--- src/rtl/a20_snoop_pkg.sv ---
package a20_snoop_pkg;

    // Sequence state of the gate command monitor.
    typedef enum logic {
        SEQ_IDLE  = 1'b0,
        SEQ_ARMED = 1'b1
    } seq_state_e;

    // Classification of the current I/O write.
    typedef struct packed {
        logic kbd_data;    // write to the keyboard data port
        logic kbd_cmd;     // write to the keyboard command port
        logic sysctl;      // write to the system control port
        logic cmd_is_gate; // data equals the gate command byte
        logic gate_bit;    // value of the gate data bit
    } io_class_t;

    // Events from the sequence monitor to the mask register.
    typedef struct packed {
        logic set_mask;
        logic clr_mask;
        logic consume;     // completing data write is absorbed
    } seq_evt_t;

    // True when the write touches either keyboard port.
    function automatic logic is_kbd_write(input io_class_t c);
        return c.kbd_data | c.kbd_cmd;
    endfunction

endpackage

--- src/rtl/a20_port_decode.sv ---
module a20_port_decode
    import a20_snoop_pkg::*;
#(
    parameter int unsigned ADDR_W = 16,
    parameter int unsigned DATA_W = 8,
    parameter logic [ADDR_W-1:0] KBD_DATA_PORT = 16'h0060,
    parameter logic [ADDR_W-1:0] KBD_CMD_PORT  = 16'h0064,
    parameter logic [ADDR_W-1:0] SYSCTL_PORT   = 16'h0092,
    parameter logic [DATA_W-1:0] GATE_CMD      = 8'hD1,
    parameter int unsigned GATE_BIT = 1
) (
    input  logic              io_wr_i,
    input  logic [ADDR_W-1:0] io_addr_i,
    input  logic [DATA_W-1:0] io_data_i,
    output io_class_t         cls_o
);
    localparam int unsigned N_PORTS = 3;
    localparam logic [N_PORTS-1:0][ADDR_W-1:0] PORT_TAB =
        {SYSCTL_PORT, KBD_CMD_PORT, KBD_DATA_PORT};

    logic [N_PORTS-1:0] hit;

    for (genvar gi = 0; gi < N_PORTS; gi++) begin : g_match
        assign hit[gi] = io_wr_i && (io_addr_i == PORT_TAB[gi]);
    end

    always_comb begin
        cls_o.kbd_data    = hit[0];
        cls_o.kbd_cmd     = hit[1];
        cls_o.sysctl      = hit[2];
        cls_o.cmd_is_gate = (io_data_i == GATE_CMD);
        cls_o.gate_bit    = io_data_i[GATE_BIT];
    end
endmodule

--- src/rtl/a20_seq_fsm.sv ---
module a20_seq_fsm
    import a20_snoop_pkg::*;
(
    input  logic      clk,
    input  logic      rst,
    input  logic      warm_rst_i,
    input  logic      mon_en_i,
    input  io_class_t cls_i,
    output seq_evt_t  evt_o
);
    seq_state_e state_q, state_d;

    always_comb begin
        state_d = state_q;
        evt_o   = '0;
        if (warm_rst_i || !mon_en_i) begin
            state_d = SEQ_IDLE;
        end else if (cls_i.kbd_cmd) begin
            state_d = cls_i.cmd_is_gate ? SEQ_ARMED : SEQ_IDLE;
        end else if (cls_i.kbd_data) begin
            state_d = SEQ_IDLE;
            if (state_q == SEQ_ARMED) begin
                evt_o.consume  = 1'b1;
                evt_o.set_mask = cls_i.gate_bit;
                evt_o.clr_mask = !cls_i.gate_bit;
            end
        end
    end

    always_ff @(posedge clk) begin
        if (rst) state_q <= SEQ_IDLE;
        else     state_q <= state_d;
    end
endmodule

--- src/rtl/a20_mask_reg.sv ---
module a20_mask_reg
    import a20_snoop_pkg::*;
(
    input  logic     clk,
    input  logic     rst,
    input  logic     warm_rst_i,
    input  logic     warm_clr_en_i,
    input  logic     sysctl_wr_i,
    input  seq_evt_t evt_i,
    output logic     mask_o
);
    logic mask_d;

    // Later assignments win: warm clear has the highest priority.
    always_comb begin
        mask_d = mask_o;
        if (evt_i.set_mask) mask_d = 1'b1;
        if (evt_i.clr_mask) mask_d = 1'b0;
        if (sysctl_wr_i)    mask_d = 1'b0;
        if (warm_rst_i && warm_clr_en_i) mask_d = 1'b0;
    end

    always_ff @(posedge clk) begin
        if (rst) mask_o <= 1'b0;
        else     mask_o <= mask_d;
    end
endmodule

--- src/rtl/a20_gate_snoop.sv ---
module a20_gate_snoop
    import a20_snoop_pkg::*;
#(
    parameter int unsigned ADDR_W = 16,
    parameter int unsigned DATA_W = 8,
    parameter logic [ADDR_W-1:0] KBD_DATA_PORT = 16'h0060,
    parameter logic [ADDR_W-1:0] KBD_CMD_PORT  = 16'h0064,
    parameter logic [ADDR_W-1:0] SYSCTL_PORT   = 16'h0092,
    parameter logic [DATA_W-1:0] GATE_CMD      = 8'hD1,
    parameter int unsigned GATE_BIT = 1
) (
    input  logic              clk,
    input  logic              rst,
    input  logic              warm_rst_i,
    input  logic              cfg_monitor_en_i,
    input  logic              cfg_warm_clr_en_i,
    input  logic              io_wr_i,
    input  logic [ADDR_W-1:0] io_addr_i,
    input  logic [DATA_W-1:0] io_data_i,
    output logic              a20_mask_o,
    output logic              kbd_fwd_o
);
    io_class_t cls;
    seq_evt_t  evt;

    a20_port_decode #(
        .ADDR_W(ADDR_W), .DATA_W(DATA_W),
        .KBD_DATA_PORT(KBD_DATA_PORT), .KBD_CMD_PORT(KBD_CMD_PORT),
        .SYSCTL_PORT(SYSCTL_PORT), .GATE_CMD(GATE_CMD), .GATE_BIT(GATE_BIT)
    ) u_decode (
        .io_wr_i  (io_wr_i),
        .io_addr_i(io_addr_i),
        .io_data_i(io_data_i),
        .cls_o    (cls)
    );

    a20_seq_fsm u_seq (
        .clk       (clk),
        .rst       (rst),
        .warm_rst_i(warm_rst_i),
        .mon_en_i  (cfg_monitor_en_i),
        .cls_i     (cls),
        .evt_o     (evt)
    );

    a20_mask_reg u_mask (
        .clk          (clk),
        .rst          (rst),
        .warm_rst_i   (warm_rst_i),
        .warm_clr_en_i(cfg_warm_clr_en_i),
        .sysctl_wr_i  (cls.sysctl),
        .evt_i        (evt),
        .mask_o       (a20_mask_o)
    );

    always_ff @(posedge clk) begin
        if (rst) kbd_fwd_o <= 1'b0;
        else     kbd_fwd_o <= is_kbd_write(cls) && !evt.consume;
    end
endmodule

--- config.mk ---
export PLATFORM = sky130hd
export DESIGN_NAME = a20_gate_snoop
export DESIGN_NICKNAME = d
export VERILOG_FILES = /design/src/rtl/a20_snoop_pkg.sv /design/src/rtl/a20_port_decode.sv /design/src/rtl/a20_seq_fsm.sv /design/src/rtl/a20_mask_reg.sv /design/src/rtl/a20_gate_snoop.sv
export SDC_FILE = /design/constraint.sdc
export NUM_CORES = 1
export LEC_CHECK = 0
export ABC_AREA = 1
export ABC_CLOCK_PERIOD_IN_PS = 1500
export BUFFER_PORTS_ARGS = -buffer_cell sky130_fd_sc_hd__buf_4
export CORE_AREA = 2 2 39 41
export DETAILED_ROUTE_END_ITERATION = 7
export DIE_AREA = 0 0 41 43
export HOLD_SLACK_MARGIN = 0.06
export SLEW_MARGIN = 10
export SYNTH_ARGS = -nofsm -noshare
export SYNTH_HDL_FRONTEND = slang
export SYNTH_HIERARCHICAL = 1
export SYNTH_SLANG_ARGS = --single-unit
--- constraint.sdc ---
create_clock -name clk -period 1.5 [get_ports clk]
set_input_delay 0.075 -clock clk [delete_from_list [all_inputs] [get_ports clk]]
set_output_delay 0.075 -clock clk [all_outputs]
set_load 0.03 [all_outputs]
==> flow_summary.ini, run 1 <==
[logic_synthesis]
synth_top_cell_by_area = nor2_1
yosys-top-cells-area = nor2_1 24%, inv_1 19%, dfxtp_1 18%
netlist_instances = 68
synth_fp_nets = 98
syn-cell-area_sq_um = 335
avgSynthCellArea_sq_um = 4.93
synth_compound_area_frac = 0.0299
synth_top_area_share = 0.235
yosysUniqueCellTypes = 14
synth_xor_area_frac = 0
yosys_warnings = 6
synthAdderAreaFrac = 0
ys_ff_latch = 3
yosysSeqAreaShare = 0.179
synth_top_family_by_area = simple AND/OR/NAND/NOR gates
synthMuxAreaShare = 0
synthSimpleGateAreaFrac = 0.567

[worst_setup_path]
crit_chain = buf_4, or2_0, nor2_1, nand2_1, nor2_1, nand2_1, nor2_2, nand2_2, nor2_1, inv_1, nand2_1, nor2_1
setup.worst_path.end_class = flip-flop
critPathSlowestCell = or2_0
worstPathArrival_ns = 1.18
slowest_delay_ns = 0.21
setup.worst_path.start_class = primary input
worstReg2RegStart = u_seq/state_q$_SDFFE_PP0P_
path_buf_inv = 2
worstRegToRegCells = 7
required_ns = 1.62
timing.rr.end = u_mask/mask_o$_SDFFE_PP0P_
worstSetupPathType = in2reg
r2r_setup_slack_ns = 0.64
cp_common_cell = nor2_1
critPathMaxFanout = 3
critical_path.top_delay_family = simple AND/OR/NAND/NOR gates

[run_status]
status = complete, no violations

[floorplanning]
die_y_um = 43
fp.dieW_um = 41
initial_core_util = 0.242
coreArea_sq_um = 1380
rows = 14
io_pins = 32
die-area_sq_um = 1760

[clock_network]
cts_sinks = 3
ctsHtreeMaxLevel = 1
cts_tree = done
cts_buffers = 3
cts-root-buf = clkbuf_4
clkTransAtPathRegs_ns = 0.04
clock_latency_ns = 0.23
cts-resized-gates = 0
post_cts_buffers = 0
cts.path.max_buffers = 2
ctsHoldBuffers = 0

[place]
portBuffers = 31
pre_cts_ws_ns = 0.185
place.detailed.hpwl_um = 747
gp_congestion = 0.753

[hold_path]
hold_start = rst
hold_path.class = in2reg
hold_end = kbd_fwd_o$_SDFF_PP0_
min_path_cells = 4

[final_layout]
regArea_sq_um = 60.1
fill_cells = 157
drive_gt1_frac = 0.388
mostFrequentLayoutCells = 32 x buf_4, 21 x nor2_1, 17 x inv_1
layout_commonest_cell = buf_4
area_growth_pct = 83.2
layout.nets = 134
n_antenna_cell = 0
multiInputGateArea_sq_um = 200

[grt]
grtUsageMet2 = 0.203
grt_overflow = 0
grt_pass1_vias = 443
met1_usage = 0.144
grt_use_met3 = 0.0157
grt_start_max_net_pins = 4
grt_use_total = 0.122
top_usage_layer = met2
grt_pass1_wl_mm = 1.53
antenna_found_initial = 0

[routing]
wl_um = 810
ant_nets = 0
routedWlPerCell_um = 6.81
firstDrtPassIters = 2
drc = 0
drtIter0Drc = 2
vias = 457
viasPerCell = 3.84

[sta]
rsz0062_at_grt = no
slew_headroom = 0.879
fin_tns_setup_ns = 0
clock.fmax_ghz = 0.942
tightest_slew_ns = 0.181
hold_viol_final = 0
drv_slew = 0
min_period_over_period = 0.708
skew_ns = 0.00401
setup_ws_ns = 0.438
setup_viol = 0
fin_crit_ns = 1.06

[power]
p_leak_nw = 0.336
power.total_w = 0.000305
vdd_drop_max_uv = 267
pwr_density_cell_nw_per_um2 = 496

[flow_run]
maxCapViolCount = 0
==> final cells by class <==
cell class	instances	share of cell area
Timing Repair Buffer	32	0.391
Sequential cell	3	0.0978
Clock buffer	4	0.0428
Inverter	18	0.110
Tap cell	16	0.0326
Multi-Input combinational cell	46	0.326
==> worst max-delay path by stage <==
stage | startpoint | to | slack [ns] | cells after the start
3_3_place_gp | io_addr_i[1] | u_mask/mask_o$_SDFFE_PP0P_ | 0.22 | 12
6_report | io_addr_i[1] | u_mask/mask_o$_SDFFE_PP0P_ | 0.44 | 12
4_1_cts | io_addr_i[1] | u_mask/mask_o$_SDFFE_PP0P_ | 0.43 | 12
5_1_grt | io_addr_i[1] | u_mask/mask_o$_SDFFE_PP0P_ | 0.28 | 12
2_1_floorplan | io_addr_i[1] | u_mask/mask_o$_SDFFE_PP0P_ | 0.39 | 11
3_5_place_dp | io_addr_i[1] | u_mask/mask_o$_SDFFE_PP0P_ | 0.19 | 12
==> logic make-up after synthesis <==
kind of cell	count (synthesis)
buf+inv	19
compound gates	2
flops	3
simple gates	44
==> metrics by stage <==
step                cells  area, sq um  utilization  hold WS (ns)
floorplan              68          335            -         0.203
global placement      115          588        0.425         0.322
detailed placement    115          588        0.425         0.325
CTS                   119          614        0.444        0.0829
global route          119          614        0.444         0.101
finish                119          614        0.444        0.0905
==> cells in the mapped netlist, drive strengths merged <==
| cell | number |
|---|---|
| nand3 | 4 |
| nor2 | 24 |
| inv | 18 |
| buf | 1 |
| nand2 | 14 |
| or2 | 1 |
| o21ai | 1 |
| a21oi | 1 |
| nand4 | 1 |
| dfxtp | 3 |
==> sequential cells by signal, summed over array words and instances (netlist names) <==
| name | flops |
|---|---|
| kbd_fwd_o | 1 |
| u_seq/state_q | 1 |
| u_mask/mask_o | 1 |
==> where the power goes <==
group	leakage, nW	switching (W)	internal, W
Combinational	0.297	0.0000278	0.0000576
Sequential	0.0241	0.000000000136	0.0000802
Clock	0.0150	0.0000395	0.0000995
Total	0.336	0.0000672	0.000237
==> tightest hold or removal path, cell delays in order <==
cell and delay (ns):
buf_4 0.10, inv_2 0.03, nand2_1 0.04, nor2_1 0.03
==> per-layer routing <==
metal  part of all wire  up-vias
met5                  0        -
met4                  0        0
met3              0.072        0
met2               0.50       10
met1               0.43      184
li1                   -      263
Power figures use the tool's default switching activity.
==> run 2: changes to the inputs <==
- ABC_CLOCK_PERIOD_IN_PS: 1500 -> 980
- clock period: 1.5 -> 0.98 ns (I/O delays scaled with it)
==> run 2 against run 1 <==
- the run now ends with negative setup slack left
- power rose by 64%
- core utilization grew 5.7 points
- global-route usage down 0.61 points
==> flow_summary.ini, run 2 (synthesized netlist as in run 1, its figures left out) <==
[run_status]
status = finished, violations left
violations = negative setup slack

[clock_network]
clkTransAtPathRegs_ns = 0.04
cts-root-buf = clkbuf_4
ctsHoldBuffers = 0
clock_latency_ns = 0.23
cts_tree = done
cts_buffers = 3
ctsHtreeMaxLevel = 1
cts.path.max_buffers = 2
cts_sinks = 3

[final_layout]
layout.nets = 140
n_antenna_cell = 0
mostFrequentLayoutCells = 33 x buf_4, 17 x nor2_1, 17 x inv_1
layout_commonest_cell = buf_4
area_growth_pct = 107
fill_cells = 156
top_regs = kbd_fwd_o x1, u_mask/mask_o x1, u_seq/state_q x1
final_util = 0.501
stdcell_area_sq_um = 693
drive_gt1_frac = 0.459

[place]
place.detailed.hpwl_um = 763
gp_congestion = 0.634
pre_cts_ws_ns = -0.252
portBuffers = 31
placed_cell_area_sq_um = 623

[sta]
tightest_slew_ns = 0.137
fin_crit_ns = 0.996
setup_ws_ns = -0.0157
min_period_over_period = 1.02
rsz0062_at_grt = yes
hold_viol_final = 0
drv_slew = 0
skew_ns = 0.00321
clock.fmax_ghz = 1.00
setup_viol = 1
slew_headroom = 0.908
hold_slack_ns = 0.0712

[worst_setup_path]
path_buf_inv = 2
timing.rr.end = u_mask/mask_o$_SDFFE_PP0P_
worstPathArrival_ns = 1.12
critPathMaxFanout = 3
slowest_delay_ns = 0.21
required_ns = 1.10
setup.worst_path.end_class = flip-flop
worstRegToRegCells = 7
crit_chain = buf_6, or2_0, nor2_1, nand2_1, nor2_2, nand2_1, nor2_2, nand2_2, nor2_1, inv_1, nand2_1, nor2_1
worstReg2RegStart = u_seq/state_q$_SDFFE_PP0P_
critical_path.top_delay_family = simple AND/OR/NAND/NOR gates
crit_end = u_mask/mask_o$_SDFFE_PP0P_
r2r_setup_slack_ns = 0.07
critPathSlowestCell = or2_0
setup.worst_path.start_class = primary input
crit_start = io_addr_i[0]
crit_cells = 12
worstSetupPathType = in2reg

[grt]
grt_use_total = 0.116
grt_pass1_wl_mm = 1.43
antenna_found_initial = 0
grt_start_max_net_pins = 4
grt_pass1_vias = 425
grt_overflow = 0

[routing]
viasPerCell = 3.92
drc = 0
routedWlPerCell_um = 8.00
wl_mm = 1.00
ant_nets = 0
dr.max_layer_used = met3
vias = 490
wl_met3_um = 95
drtIter0Drc = 1
m1WireLength_um = 353
firstDrtPassIters = 4
dr_wl_met2_um = 551

[power]
p_seq_frac = 0.246
power.total_w = 0.000498
combPwrFrac = 0.302
p_clk_frac = 0.452
p_leak_nw = 0.371
pwr_density_cell_nw_per_um2 = 719
p_sw_w = 0.000120
swShare = 0.241
vdd_drop_max_uv = 315
p_int_w = 0.000378

[floorplanning]
die_y_um = 43
die-area_sq_um = 1760
rows = 14
io_pins = 32
fp.dieW_um = 41
initial_core_util = 0.242
coreArea_sq_um = 1380

[flow_run]
maxCapViolCount = 0

[hold_path]
hold_path.class = in2reg
min_path_cells = 4
[run 2: metal layers]
metal / GRT usage / vias up
met4: 0.0400 / 0
li1: - / 275
met1: 0.109 / 195
met2: 0.238 / 20
met5: 0 / -
met3: 0 / 0
[run 2: power by group through the flow]
stage               Sequential, W  Clock (W)  Combinational [W]
global placement         0.000125          0           0.000138
CTS                      0.000123   0.000232           0.000149
detailed placement       0.000125          0           0.000141
global route             0.000122   0.000238           0.000166
floorplan                0.000125          0          0.0000380
finish                   0.000123   0.000225           0.000150
[run 2: repair_timing]
item                                    in CTS  in global routing
setup buffers                                2                  0
pin swaps                                   12                  6
endpoints found under the setup margin       1                  3
resized for setup                            6                  3
[run 2: final cells by class]
cell class | count | area (sq um) | area share
timing repair buffer | 38 | 304 | 0.439
tap | 16 | 20.0 | 0.0289
sequential | 3 | 60.1 | 0.0866
clock buffer | 4 | 26.3 | 0.0379
inverter | 18 | 67.6 | 0.0975
multi-input combinational | 46 | 215 | 0.310
[run 2: worst min path at each step]
stage,startpoint,to,slack (ns)
finish,rst,kbd_fwd_o$_SDFF_PP0_,0.07
global route,rst,u_mask/mask_o$_SDFFE_PP0P_,0.08
CTS,rst,kbd_fwd_o$_SDFF_PP0_,0.07
detailed placement,rst,kbd_fwd_o$_SDFF_PP0_,0.31
global placement,rst,kbd_fwd_o$_SDFF_PP0_,0.30
floorplan,rst,kbd_fwd_o$_SDFF_PP0_,0.18
[run 2: worst min-delay path, stage by stage]
cell,delay [ns]
buf_4,0.09
inv_2,0.02
nand2_1,0.05
nor2_1,0.04
[run 2: metrics by stage]
stage / std cells / setup TNS (ns)
2_1_floorplan: 68 / -0.108
3_3_place_gp: 119 / -0.513
3_5_place_dp: 119 / -0.586
4_1_cts: 125 / -0.0405
5_1_grt: 125 / -0.153
6_report: 125 / -0.0157
